**src/rtl/afs_pkg.sv**
```systemverilog
package afs_pkg;
  typedef enum logic [2:0] {
    FS_IDLE,
    FS_PRE,
    FS_SYNC,
    FS_CTR,
    FS_LEN,
    FS_BODY,
    FS_TAG
  } fs_state_e;
endpackage

```
**src/rtl/afs_nonce_ctr.sv**
```systemverilog
module afs_nonce_ctr #(
  parameter int CTR_W = 40
) (
  input  logic             clk,
  input  logic             rst,
  input  logic             load_en,
  input  logic [CTR_W-1:0] load_val,
  input  logic             use_en,
  output logic [CTR_W-1:0] value,
  output logic             spent
);
  localparam logic [CTR_W-1:0] CTR_MAX = '1;

  always_ff @(posedge clk) begin
    if (rst) begin
      value <= '0;
      spent <= 1'b0;
    end else if (use_en) begin
      if (value == CTR_MAX) spent <= 1'b1;
      else value <= value + 1'b1;
    end else if (load_en) begin
      value <= load_val;
    end
  end
endmodule

```
**src/rtl/afs_bit_pacer.sv**
```systemverilog
module afs_bit_pacer #(
  parameter int BIT_DIV = 2
) (
  input  logic clk,
  input  logic rst,
  input  logic hold,
  input  logic kick,
  output logic tick
);
  generate
    if (BIT_DIV == 1) begin : g_full_rate
      assign tick = !hold;
    end else begin : g_divided
      localparam int CW = $clog2(BIT_DIV);
      logic [CW-1:0] cnt;
      logic          kick_q;

      assign tick = !hold && (kick_q || (cnt == CW'(BIT_DIV - 1)));

      always_ff @(posedge clk) begin
        if (rst || hold) begin
          cnt    <= '0;
          kick_q <= 1'b0;
        end else begin
          kick_q <= kick;
          if (tick) cnt <= '0;
          else cnt <= cnt + 1'b1;
        end
      end
    end
  endgenerate
endmodule

```
**src/rtl/afs_frame_seq.sv**
```systemverilog
module afs_frame_seq
  import afs_pkg::*;
#(
  parameter int          CTR_W     = 40,
  parameter int          LEN_W     = 16,
  parameter int          TAG_W     = 128,
  parameter int          PRE_BITS  = 136,
  parameter int          SYNC_W    = 16,
  parameter logic [15:0] SYNC_WORD = 16'hEB90,
  parameter logic [7:0]  IDLE_BYTE = 8'h55,
  parameter int          MAX_BYTES = 312
) (
  input  logic             clk,
  input  logic             rst,
  input  logic             hold,
  input  logic             tick,
  input  logic             accept,
  input  logic [CTR_W-1:0] ctr_in,
  input  logic [LEN_W-1:0] len_in,
  input  logic [TAG_W-1:0] tag_in,
  input  logic [7:0]       body_byte,
  output logic             body_take,
  output logic             ser_bit,
  output logic             ser_stb,
  output logic             ser_vld,
  output logic             busy
);
  localparam int FW       = TAG_W;
  localparam int BODY_MAX = MAX_BYTES * 8;
  localparam int SPAN_A   = (BODY_MAX > PRE_BITS) ? BODY_MAX : PRE_BITS;
  localparam int SPAN     = (SPAN_A > TAG_W) ? SPAN_A : TAG_W;
  localparam int IW       = $clog2(SPAN + 1);
  localparam int BW       = LEN_W + 3;

  fs_state_e        st;
  logic [IW-1:0]    idx;
  logic [FW-1:0]    fsr;
  logic [6:0]       bsr;
  logic [2:0]       ipos;
  logic [CTR_W-1:0] ctr_q;
  logic [LEN_W-1:0] len_q;
  logic [TAG_W-1:0] tag_q;

  logic             last;
  logic             first;
  logic             nxt_bit;
  logic [BW-1:0]    body_last;

  assign body_last = {len_q, 3'b000} - BW'(1);
  assign first     = (idx[2:0] == 3'd0);
  assign busy      = (st != FS_IDLE);
  assign body_take = tick && (st == FS_BODY) && first;

  always_comb begin
    case (st)
      FS_PRE:  last = (idx == IW'(PRE_BITS - 1));
      FS_SYNC: last = (idx == IW'(SYNC_W - 1));
      FS_CTR:  last = (idx == IW'(CTR_W - 1));
      FS_LEN:  last = (idx == IW'(LEN_W - 1));
      FS_BODY: last = (BW'(idx) == body_last);
      FS_TAG:  last = (idx == IW'(TAG_W - 1));
      default: last = 1'b1;
    endcase
  end

  always_comb begin
    case (st)
      FS_IDLE: nxt_bit = IDLE_BYTE[~ipos];
      FS_PRE:  nxt_bit = ~idx[0];
      FS_BODY: nxt_bit = first ? body_byte[7] : bsr[6];
      default: nxt_bit = fsr[FW-1];
    endcase
  end

  always_ff @(posedge clk) begin
    if (rst) begin
      st      <= FS_IDLE;
      idx     <= '0;
      fsr     <= '0;
      bsr     <= '0;
      ipos    <= '0;
      ctr_q   <= '0;
      len_q   <= '0;
      tag_q   <= '0;
      ser_bit <= 1'b0;
      ser_stb <= 1'b0;
      ser_vld <= 1'b0;
    end else if (hold) begin
      st      <= FS_IDLE;
      idx     <= '0;
      ipos    <= '0;
      ser_bit <= 1'b0;
      ser_stb <= 1'b0;
      ser_vld <= 1'b0;
    end else begin
      ser_stb <= tick;
      if (tick) begin
        ser_vld <= 1'b1;
        ser_bit <= nxt_bit;
        idx     <= last ? '0 : idx + 1'b1;
        case (st)
          FS_IDLE: ipos <= ipos + 1'b1;
          FS_PRE: begin
            if (last) begin
              st  <= FS_SYNC;
              fsr <= {SYNC_WORD, {(FW - SYNC_W){1'b0}}};
            end
          end
          FS_SYNC: begin
            if (last) begin
              st  <= FS_CTR;
              fsr <= {ctr_q, {(FW - CTR_W){1'b0}}};
            end else fsr <= fsr << 1;
          end
          FS_CTR: begin
            if (last) begin
              st  <= FS_LEN;
              fsr <= {len_q, {(FW - LEN_W){1'b0}}};
            end else fsr <= fsr << 1;
          end
          FS_LEN: begin
            if (last) st <= FS_BODY;
            else fsr <= fsr << 1;
          end
          FS_BODY: begin
            bsr <= first ? body_byte[6:0] : (bsr << 1);
            if (last) begin
              st  <= FS_TAG;
              fsr <= tag_q;
            end
          end
          FS_TAG: begin
            if (last) begin
              st   <= FS_IDLE;
              ipos <= '0;
            end else fsr <= fsr << 1;
          end
          default: st <= FS_IDLE;
        endcase
      end
      if (accept) begin
        st    <= FS_PRE;
        idx   <= '0;
        ctr_q <= ctr_in;
        len_q <= len_in;
        tag_q <= tag_in;
      end
    end
  end
endmodule

```
**src/rtl/auth_frame_tx.sv**
```systemverilog
module auth_frame_tx #(
  parameter int          CTR_W     = 40,
  parameter int          LEN_W     = 16,
  parameter int          TAG_W     = 128,
  parameter int          PRE_BITS  = 136,
  parameter int          SYNC_W    = 16,
  parameter logic [15:0] SYNC_WORD = 16'hEB90,
  parameter logic [7:0]  IDLE_BYTE = 8'h55,
  parameter int          MIN_BYTES = 24,
  parameter int          MAX_BYTES = 312,
  parameter int          BLK_BYTES = 8,
  parameter int          BIT_DIV   = 2
) (
  input  logic             clk,
  input  logic             rst,
  input  logic             inhibit,
  input  logic             ctr_load,
  input  logic [CTR_W-1:0] ctr_seed,
  input  logic             start,
  input  logic [LEN_W-1:0] msg_len,
  input  logic [TAG_W-1:0] msg_tag,
  input  logic [7:0]       ct_byte,
  output logic             ct_take,
  output logic             tx_bit,
  output logic             tx_stb,
  output logic             tx_vld,
  output logic             req_err
);
  logic             busy;
  logic             spent;
  logic [CTR_W-1:0] ctr_now;
  logic             len_ok;
  logic             idle_ok;
  logic             accept;
  logic             reject;
  logic             load_en;
  logic             tick;

  assign len_ok  = (msg_len % LEN_W'(BLK_BYTES) == '0)
                && (msg_len >= LEN_W'(MIN_BYTES))
                && (msg_len <= LEN_W'(MAX_BYTES));
  assign idle_ok = !busy && !inhibit;
  assign accept  = start && idle_ok && len_ok && !spent;
  assign reject  = start && idle_ok && (!len_ok || spent);
  assign load_en = ctr_load && !busy && !accept;

  always_ff @(posedge clk) begin
    if (rst) req_err <= 1'b0;
    else req_err <= reject;
  end

  afs_nonce_ctr #(.CTR_W(CTR_W)) u_ctr (
    .clk      (clk),
    .rst      (rst),
    .load_en  (load_en),
    .load_val (ctr_seed),
    .use_en   (accept),
    .value    (ctr_now),
    .spent    (spent)
  );

  afs_bit_pacer #(.BIT_DIV(BIT_DIV)) u_pace (
    .clk  (clk),
    .rst  (rst),
    .hold (inhibit),
    .kick (accept),
    .tick (tick)
  );

  afs_frame_seq #(
    .CTR_W     (CTR_W),
    .LEN_W     (LEN_W),
    .TAG_W     (TAG_W),
    .PRE_BITS  (PRE_BITS),
    .SYNC_W    (SYNC_W),
    .SYNC_WORD (SYNC_WORD),
    .IDLE_BYTE (IDLE_BYTE),
    .MAX_BYTES (MAX_BYTES)
  ) u_seq (
    .clk       (clk),
    .rst       (rst),
    .hold      (inhibit),
    .tick      (tick),
    .accept    (accept),
    .ctr_in    (ctr_now),
    .len_in    (msg_len),
    .tag_in    (msg_tag),
    .body_byte (ct_byte),
    .body_take (ct_take),
    .ser_bit   (tx_bit),
    .ser_stb   (tx_stb),
    .ser_vld   (tx_vld),
    .busy      (busy)
  );
endmodule

```
**config.mk**
```make
export PLATFORM = sky130hd
export DESIGN_NAME = auth_frame_tx
export DESIGN_NICKNAME = d
export VERILOG_FILES = /design/src/rtl/afs_pkg.sv /design/src/rtl/afs_nonce_ctr.sv /design/src/rtl/afs_bit_pacer.sv /design/src/rtl/afs_frame_seq.sv /design/src/rtl/auth_frame_tx.sv
export SDC_FILE = /design/constraint.sdc
export NUM_CORES = 1
export LEC_CHECK = 0
export BUFFER_PORTS_ARGS = -buffer_cell sky130_fd_sc_hd__buf_2
export CAP_MARGIN = 40
export CORE_MARGIN = 4
export CORE_UTILIZATION = 40
export CTS_CLUSTER_SIZE = 28
export DETAILED_ROUTE_END_ITERATION = 8
export SYNTH_ARGS = -nofsm -noshare
export SYNTH_HDL_FRONTEND = slang
export SYNTH_HIERARCHICAL = 1
export SYNTH_SLANG_ARGS = --single-unit
```
**constraint.sdc**
```tcl
create_clock -name clk -period 4.5 [get_ports clk]
set_clock_uncertainty 0.2 [all_clocks]
set_input_delay 0.675 -clock clk [delete_from_list [all_inputs] [get_ports clk]]
set_output_delay 0.675 -clock clk [all_outputs]
set_load 0.02 [all_outputs]
```
==> results.txt, run 1 <==
DR DRC count - 0
routed wire length - 53.1 mm
total core area - 44500 um2
Setup violations, final - 0
status - finished clean
area leader, netlist - dfxtp_1
H-tree levels - 2
asr flop ratio synth - 0
power per cell area - 341 nW/um2
first-pass GRT wire length - 83.9 mm
commonest non-fill, non-tap cell in the layout - nand2_1
post-route clock period utilization - 0.906
Worst Path Max Fanout - 36
initial antenna violation count - 0
Worst-Margin Slew - 0.870 ns
# nets final - 2486
DRT iter0 DRCs - 1219
RSZ-0062 raised after global routing - false
Syn Area/Cell - 8.29 um2
gpl congestion - 0.891
setup tns final - 0 ns
Resized Gates After CTS - 0
Syn Std Cell Area - 18100 um2
# hold bufs at CTS - 0
clk_lat worst skew - 0.56 ns
total of warnings raised by yosys - 6
Crit. End Element - flop
worst path cell trace - inv_1, ha_1, nor4b_1, buf_4, xor2_1, mux2_2, o311ai_0, nand4_1, o41ai_1, o31a_4, buf_4, nor2_1, a211oi_2
Initial Util - 0.407
Slowest cell on crit path - o41ai_1
P_leak - 6.71 nW
layout cells sized above 1 - 0.192
total CTS buffers - 43
max_slew headroom - 0.419
Max Root-Sink Buffers - 3
slowest cell delay on critical path - 0.47 ns
Post-DP HPWL - 35.7 mm
vias in the first global route - 15.6k
ANT nets after route - 0
#FFs+latches synth - 382
Tot Pwr - 0.00710 W
Final Max Slew Viols - 0
Post-synth EDFFs - 0
top post-synthesis cells by area - dfxtp_1, nand2_1, a21oi_1, a211oi_2, a22oi_1
total track usage - 0.209
sequential area share after synthesis - 0.422
switching fraction of total power - 0.227
Crit path required time - 4.78 ns
Fmax - 245 MHz
Antenna diodes - 0
CTS Root Cell - clkbuf_16
Reg clk slew, reported paths - 0.06 ns
Seq pwr share - 0.486
Die Footprint - 48700 um2
Comb power frac - 0.038
hold crit path type - input port to flop
Vias - 16.5k
critical path arrival - 4.36 ns
area delta synth->final - 15.0%
largest net degree at the start of global routing - 107
sw power - 0.00161 W
wire per inst - 18.2 um
Yosys cell types - 86
Syn Nets - 2385
first drt pass iteration count - 7
min Tclk post-route - 4.08 ns
Setup crit start kind - flop
Pint - 0.00548 W
most common flop cell mapped by yosys - dfxtp_1
most frequent cells in the layout - nand2_1, dfxtp_1, a21oi_1
I/O Buffers - 201
Chip Height - 221 um
Max VDD drop - 0.000254 V
clock sinks - 382
io pins - 202
most frequent CP cell - buf_4
Synth top area share - 0.422
CP Class - flop to flop
DR vias/cell - 5.68
postcts setup bufs - 0
Clock power frac - 0.476
max_cap viols - 0
die width - 221 um
CTS tree - built
cell row count - 77
Syn Inst Count - 2184
Final Hold Violating Endpoints - 0
grt total ovfl - 0
## worst max-delay path: cells and delay by family, from the launching register on
family,cells,cell delay [ns]
AOI/OAI and AO/OA,4,1.39
xor gates and xnor gates,1,0.16
adders and majority gates,1,0.19
buffers and inverters,3,0.71
DFF,1,0.35
muxes,1,0.34
and+or+nand+nor,3,0.65
## stage by stage
stage / setup slack (ns) / hold WS, ns / util / area [um2] / instances
finish: 0.423 / 0.147 / 0.468 / 20800 / 2910
global route: 0.0352 / 0.130 / 0.468 / 20800 / 2910
CTS: 0.399 / 0.106 / 0.468 / 20800 / 2909
detailed placement: 0.385 / 0.233 / 0.437 / 19500 / 2831
global placement: 0.500 / 0.222 / 0.437 / 19500 / 2830
floorplan: 0.949 / 0.209 / - / 18100 / 2184
## Yosys cell counts, types with 21 or more instances
master,instances
a211oi_1,27
nor3_1,28
a211oi_2,91
clkbuf_1,147
a22o_1,32
dfxtp_1,382
a21oi_1,245
nand3_1,36
inv_1,21
nand2_1,477
a22oi_1,88
buf_6,21
o2bb2ai_1,63
a31oi_1,23
nor2_1,164
## power by group through the flow
| stage | Clock (W) | Combinational (W) | Sequential (W) |
|---|---|---|---|
| floorplan | 0 | 0.000125 | 0.00351 |
| global placement | 0 | 0.000267 | 0.00352 |
| detailed placement | 0 | 0.000268 | 0.00352 |
| CTS | 0.00348 | 0.000269 | 0.00345 |
| global route | 0.00362 | 0.000292 | 0.00345 |
| finish | 0.00338 | 0.000269 | 0.00345 |
## cell families (layout without fill, tap and decap cells)
| family | after synthesis | in the layout | synth area share |
|---|---|---|---|
| xor+xnor | 22 | 22 | 0.0106 |
| mux | 14 | 14 | 0.00788 |
| flops | 382 | 382 | 0.422 |
| buf+inv | 220 | 354 | 0.0559 |
| compound gates | 705 | 705 | 0.293 |
| fa+ha+maj | 4 | 4 | 0.00276 |
| simple gates | 837 | 837 | 0.207 |
## flip-flops by register name, indices dropped and copies added (netlist names), 3 cells and up
name,flops
u_seq/st,3
u_seq/len_q,16
u_seq/fsr,128
u_ctr/value,40
u_seq/bsr,7
u_seq/ctr_q,40
u_seq/tag_q,128
u_seq/idx,12
## layer usage
metal | vias to the layer above | global-route usage | wire length, um
li1 | 8098 | - | -
met1 | 7851 | 0.298 | 24700
met2 | 500 | 0.328 | 23800
met3 | 77 | 0.0313 | 3260
met4 | 0 | 0.0655 | 1260
met5 | - | 0 | 0
## final cells by class
| cell class | instances | area, um2 |
|---|---|---|
| Fill cell | 4422 | 23700 |
| Multi-Input combinational cell | 1582 | 9490 |
| Sequential cell | 382 | 7650 |
| Timing Repair Buffer | 254 | 1510 |
| Clock buffer | 62 | 1200 |
| Tap cell | 592 | 741 |
| Clock inverter | 16 | 144 |
| Inverter | 22 | 82.6 |
## worst paths after layout
kind / depth (start not counted) / slack, ns / to / startpoint
setup / recovery: 13 / 0.42 / u_seq/fsr[83]$_SDFFE_PP0P_ / u_seq/len_q[0]$_SDFFE_PP0P_
hold / removal: 3 / 0.15 / u_seq/tag_q[48]$_SDFFE_PP0P_ / msg_tag[48]
setup reg to reg: 13 / 0.42 / u_seq/fsr[83]$_SDFFE_PP0P_ / u_seq/len_q[0]$_SDFFE_PP0P_
hold reg to reg: 1 / 0.25 / u_pace/g_divided.cnt$_SDFF_PP0_ / u_pace/g_divided.kick_q$_SDFF_PP0_
(Power assumes the default switching activity.)
==> run 2: changes to the inputs <==
==> constraint.sdc (replaced) <==
create_clock -name clk -period 4.5 [get_ports clk]
set_clock_uncertainty 0.2 [all_clocks]
set_input_delay 0.675 -clock clk [delete_from_list [all_inputs] [get_ports clk]]
set_output_delay 0.675 -clock clk [all_outputs]
set_load 0.1 [all_outputs]
==> run 2 against run 1 <==
First-iteration DRC count increased by 18%. Non-clock buffer count decreased by 7. Maximum frequency decreased by 1.8%. Via count decreased by 0.67%. Critical path depth decreased by 4. Die area unchanged. Sequential power about the same. Flip-flop and latch count unchanged. Core utilization increased by 0.076 points. Global-route usage about the same. Wire length about the same. Hold slack got worse by 0.0031 ns.
==> results.txt, run 2 (synthesized netlist as in run 1, its figures left out) <==
DRT iter0 DRCs - 1442
met3 global-route usage - 0.0369
crit path to - u_seq/fsr[95]$_SDFFE_PP0P_
reg2reg path depth - 9
sw power - 0.00162 W
most frequent cells in the layout - nand2_1, dfxtp_1, a21oi_1
Storage cell area - 7650 um2
gpl congestion - 0.919
Place WS - 0.395 ns
Max Root-Sink Buffers - 3
Chip Height - 221 um
Antenna diodes - 0
P_leak - 6.71 nW
vias in the first global route - 15.4k
total track usage - 0.210
first drt pass iteration count - 6
GRT met2 Usage - 0.328
CTS Root Cell - clkbuf_16
total core area - 44500 um2
Worst Path Max Fanout - 32
Setup violations, final - 0
Reg clk slew, reported paths - 0.06 ns
footprint of the multi-input gates - 9490 um2
# nets final - 2480
max_cap viols - 0
Crit path required time - 4.79 ns
status - finished clean
area delta synth->final - 15.2%
routed wire length - 53.1 mm
ANT nets after route - 0
RSZ-0062 raised after global routing - false
Vias - 16.4k
total CTS buffers - 44
GRT Max-Usage Layer - met2
Comb power frac - 0.037
postcts setup bufs - 0
# hold bufs at CTS - 0
setup tns final - 0 ns
crit path launch - u_seq/st[1]$_SDFFE_PP0P_
first-pass GRT wire length - 83.5 mm
Clock power frac - 0.486
grt total ovfl - 0
CTS tree - built
die width - 221 um
Reg-to-Reg End - u_seq/fsr[95]$_SDFFE_PP0P_
commonest non-fill, non-tap cell in the layout - nand2_1
Reg2Reg Launch Point - u_seq/st[1]$_SDFFE_PP0P_
Fmax - 241 MHz
DR vias/cell - 5.66
Final Max Slew Viols - 0
power per cell area - 347 nW/um2
io pins - 202
Seq pwr share - 0.476
Tot Pwr - 0.00724 W
Setup crit start kind - flop
Max VDD drop - 0.000251 V
switching fraction of total power - 0.223
H-tree levels - 2
hold crit path type - input port to flop
largest net degree at the start of global routing - 142
min Tclk post-route - 4.15 ns
cell row count - 77
layout cells sized above 1 - 0.190
clk_lat worst skew - 0.57 ns
GRT met1 Usage - 0.296
post-route setup slack - 0.348 ns
Crit. End Element - flop
initial antenna violation count - 0
Post-DP HPWL - 35.3 mm
Fill cells - 4423
critical path arrival - 4.44 ns
biggest regs - u_seq/fsr (128), u_seq/tag_q (128)
CP Class - flop to flop
flop-to-flop setup slack - 0.35 ns
Die Footprint - 48700 um2
max_slew headroom - 0.414
clock sinks - 382
Pint - 0.00563 W
Worst-Margin Slew - 0.877 ns
Initial Util - 0.407
I/O Buffers - 201
Final Hold Violating Endpoints - 0
wire per inst - 18.3 um
DR DRC count - 0
post-route clock period utilization - 0.923
final core utilization - 0.468
[run 2: cell types whose count changed in the layout (fill, tap and decap cells not counted), sizes merged]
cell,previous run,this run
buf,254,246
clkbuf,62,67
clkdlybuf4s15,0,1
clkinv,11,7
clkinvlp,1,0
inv,24,23
[run 2: critical path, stage by stage, from the launching register on]
cell       delay (ns)
dfxtp_2          0.69
nand2b_1         0.10
a41o_1           0.24
or4b_1           0.54
or4b_4           0.57
nor4_4           0.26
a211oi_1         0.15
o31a_4           0.49
nor2_4           0.59
o2bb2ai_1        0.19
[run 2: stage by stage]
| stage | hold WS, ns | cells | cell area, um2 |
|---|---|---|---|
| after floorplan | 0.209 | 2184 | 18100 |
| after global placement | 0.223 | 2824 | 19400 |
| after detailed placement | 0.227 | 2825 | 19400 |
| after CTS | 0.105 | 2902 | 20800 |
| after global routing | 0.119 | 2902 | 20900 |
| final | 0.144 | 2902 | 20900 |
[run 2: worst min-delay path by stage]
stage | endpoint | from | slack, ns | cells past startpoint
final | u_seq/tag_q[45]$_SDFFE_PP0P_ | msg_tag[45] | 0.14 | 3
after global routing | u_seq/tag_q[28]$_SDFFE_PP0P_ | msg_tag[28] | 0.12 | 3
after CTS | u_seq/tag_q[47]$_SDFFE_PP0P_ | msg_tag[47] | 0.10 | 3
after detailed placement | u_pace/g_divided.cnt$_SDFF_PP0_ | u_pace/g_divided.cnt$_SDFF_PP0_ | 0.23 | 1
after global placement | u_pace/g_divided.cnt$_SDFF_PP0_ | u_pace/g_divided.kick_q$_SDFF_PP0_ | 0.22 | 1
after floorplan | u_pace/g_divided.cnt$_SDFF_PP0_ | u_pace/g_divided.cnt$_SDFF_PP0_ | 0.21 | 1
[run 2: what timing repair did]
item,in CTS,in global routing
resized for setup,0,1
endpoints found under the hold margin,0,0
endpoints found under the setup margin,0,1
[run 2: power groups by stage]
stage,logic [W],registers [W],clock network [W]
6_report,0.000271,0.00345,0.00352
5_1_grt,0.000295,0.00345,0.00375
4_1_cts,0.000272,0.00345,0.00362
3_5_place_dp,0.000270,0.00352,0
3_3_place_gp,0.000269,0.00352,0
2_1_floorplan,0.000125,0.00351,0
[run 2: routing by layer]
metal / share of wire / routed length (um)
met4: 0.028 / 1490
met2: 0.45 / 23800
met5: 0 / 0
met1: 0.46 / 24600
met3: 0.062 / 3270
[run 2: layout make-up]
class,count,area share
multi-input cells,1582,0.455
repair buffers,247,0.0705
clock inverters,10,0.00516
inverters,22,0.00396
clock buffers,67,0.0628
well taps,592,0.0355
flip-flops and latches,382,0.367
==> run 3: changes to the inputs <==
BUFFER_PORTS_ARGS = default   (was -buffer_cell sky130_fd_sc_hd__buf_2)
CTS_CLUSTER_DIAMETER = 60   (was default)
DONT_BUFFER_PORTS = 1   (was default)
SYNTH_HIERARCHICAL = default   (was 1)
==> run 3 against run 2 <==
Core utilization shrank 1.8 points. Combinational power shrank 15%. Sequential share of layout area grew 3.8 points. Sequential power is essentially flat. Area after synthesis shrank 6.1%. Clock-buffer cell count shrank 33. Critical path depth grew 1. Cell count shrank 17%. Maximum frequency shrank 2.1%.
==> results.txt, run 3 <==
grt total ovfl - 0
Cells after DPL - 2297
total core area - 41900 um2
area leader, netlist - dfxtp_1
mux contribution to synthesized area - 0.0172
Resized Gates After CTS - 0
WHS Path Cells - 2
largest net degree at the start of global routing - 137
Worst-Margin Slew - 0.927 ns
Place WS - 0.299 ns
ANT nets after route - 0
largest family of logic cells by synthesized area - compound AO/OA/AOI/OAI gates
die width - 214 um
CTS tree - built
Reg-to-Reg End - u_seq.fsr[111]$_SDFFE_PP0P_
Synth Area in Adders - 0.00294
Final Hold Violating Endpoints - 0
Yosys cell types - 68
area delta synth->final - 11.1%
CP Class - flop to flop
sequential area share after synthesis - 0.450
DR DRC count - 0
flop-to-flop setup slack - 0.26 ns
Crit. End Element - flop
io pins - 202
critical path arrival - 4.51 ns
hold crit path type - input port to flop
most common flop cell mapped by yosys - dfxtp_1
total CTS buffers - 31
wire per inst - 19.0 um
P_leak - 5.89 nW
Initial Util - 0.405
HP Start - msg_tag[62]
total track usage - 0.191
Final Max Slew Viols - 0
top post-synthesis cells by area - dfxtp_1, o2bb2ai_2, nand2_1, a21oi_1, a22oi_1
max_cap viols - 0
first drt pass iteration count - 7
gpl congestion - 0.853
Syn Std Cell Area - 17000 um2
Chip Height - 214 um
Worst Path Max Fanout - 21
Reg2Reg Launch Point - u_seq.len_q[2]$_SDFFE_PP0P_
most numerous cell in the Yosys netlist - nand2_1
min Tclk post-route - 4.24 ns
worst hold margin - 0.0345 ns
setup tns final - 0 ns
clk_lat worst skew - 0.59 ns
post-route clock period utilization - 0.943
most frequent cells in the layout - nand2_1, dfxtp_1, a21oi_1
asr flop ratio synth - 0
DR vias/cell - 5.72
Max Root-Sink Buffers - 3
Post-DP HPWL - 29.1 mm
Vias - 13.8k
post-route setup slack - 0.258 ns
first-pass GRT wire length - 73.3 mm
Syn Nets - 2085
H-tree levels - 1
Post-synth EDFFs - 0
Setup crit start kind - flop
RSZ-0062 raised after global routing - false
initial antenna violation count - 5
Reg clk slew, reported paths - 0.09 ns
I/O Buffers - 0
final core utilization - 0.450
CTS Root Cell - clkbuf_16
postcts setup bufs - 0
#FFs+latches synth - 382
DRT iter0 DRCs - 1198
Fmax - 236 MHz
Hold EP - u_seq.tag_q[62]$_SDFFE_PP0P_
Die Footprint - 45800 um2
total of warnings raised by yosys - 0
commonest non-fill, non-tap cell in the layout - nand2_1
Setup violations, final - 0
compound-cell area share of the yosys netlist - 0.282
Antenna diodes - 0
max_slew headroom - 0.382
Fill cells - 4028
# nets final - 2058
xor and xnor area share after synthesis - 0.0124
Crit path required time - 4.76 ns
power per cell area - 345 nW/um2
biggest regs - u_seq.fsr (128), u_seq.tag_q (128)
layout cells sized above 1 - 0.130
reg2reg path depth - 10
non-filler cells, final - 2419
Syn Inst Count - 1884
Synth Area in Simple Gates - 0.168
Syn Area/Cell - 9.02 um2
Synth top area share - 0.450
cell row count - 75
Post-synth top cells - nand2_1, dfxtp_1, a21oi_1
Max VDD drop - 0.000251 V
vias in the first global route - 13.2k
clock sinks - 382
status - finished clean
routed wire length - 45.9 mm
==> run 3: kinds of logic (layout without fill, tap and decap cells) <==
| family | count (synthesis) | after routing |
|---|---|---|
| AOI/OAI and AO/OA | 610 | 610 |
| muxes | 26 | 26 |
| and+or+nand+nor | 658 | 658 |
| xor gates and xnor gates | 24 | 24 |
| adders and majority gates | 4 | 4 |
| buffers and inverters | 180 | 176 |
| DFF | 382 | 382 |
==> run 3: layout make-up <==
class	instances	area, um2	share of cell area
clock buffer	34	787	0.0417
sequential	382	7650	0.405
inverter	14	52.6	0.00278
tap	539	674	0.0357
clock inverter	22	278	0.0147
timing repair buffer	106	1190	0.0628
multi-input combinational	1322	8260	0.437
==> run 3: what timing repair did <==
action | CTS | global route
hold buffers | 66 | 0
setup endpoints to repair | 0 | 0
endpoints found under the hold margin | 136 | 0
==> run 3: worst max-delay path by stage <==
stage                                     start  cells past startpoint  slack [ns]                          end
global placement    u_seq.len_q[2]$_SDFFE_PP0P_                     10        0.39   u_seq.fsr[97]$_SDFFE_PP0P_
floorplan           u_seq.len_q[2]$_SDFFE_PP0P_                     12        0.81  u_seq.fsr[110]$_SDFFE_PP0P_
finish              u_seq.len_q[2]$_SDFFE_PP0P_                     10        0.26  u_seq.fsr[111]$_SDFFE_PP0P_
detailed placement  u_seq.len_q[3]$_SDFFE_PP0P_                     10        0.30   u_seq.fsr[93]$_SDFFE_PP0P_
CTS                 u_seq.len_q[3]$_SDFFE_PP0P_                     10        0.26  u_seq.fsr[111]$_SDFFE_PP0P_
global route        u_seq.len_q[2]$_SDFFE_PP0P_                     10        0.05  u_seq.fsr[110]$_SDFFE_PP0P_
==> run 3: critical path, stage by stage (launching register included) <==
cell and delay (ns):
dfxtp_1 0.36, or4_1 0.64, or4b_2 0.66, a21oi_1 0.21, xnor2_1 0.15, nand4b_1 0.33
nor2_8 0.33, mux2i_1 0.32, a211o_4 0.38, buf_4 0.42, o2bb2ai_2 0.10
==> run 3: stage by stage <==
| step | area, um2 | total power (W) |
|---|---|---|
| floorplan | 17000 | 0.00364 |
| global placement | 17000 | 0.00364 |
| detailed placement | 17100 | 0.00365 |
| CTS | 18900 | 0.00659 |
| global route | 18900 | 0.00675 |
| finish | 18900 | 0.00651 |
==> run 3: per-layer routing <==
layer / GRT usage / share of wire
met5: 0 / 0.0014
met4: 0.0517 / 0.028
met3: 0.0411 / 0.061
met2: 0.291 / 0.44
met1: 0.274 / 0.47
==> run 3: where the power goes <==
group	switching [W]	internal (W)
registers	0.0000351	0.00340
clock network	0.00147	0.00137
logic	0.000134	0.0000957
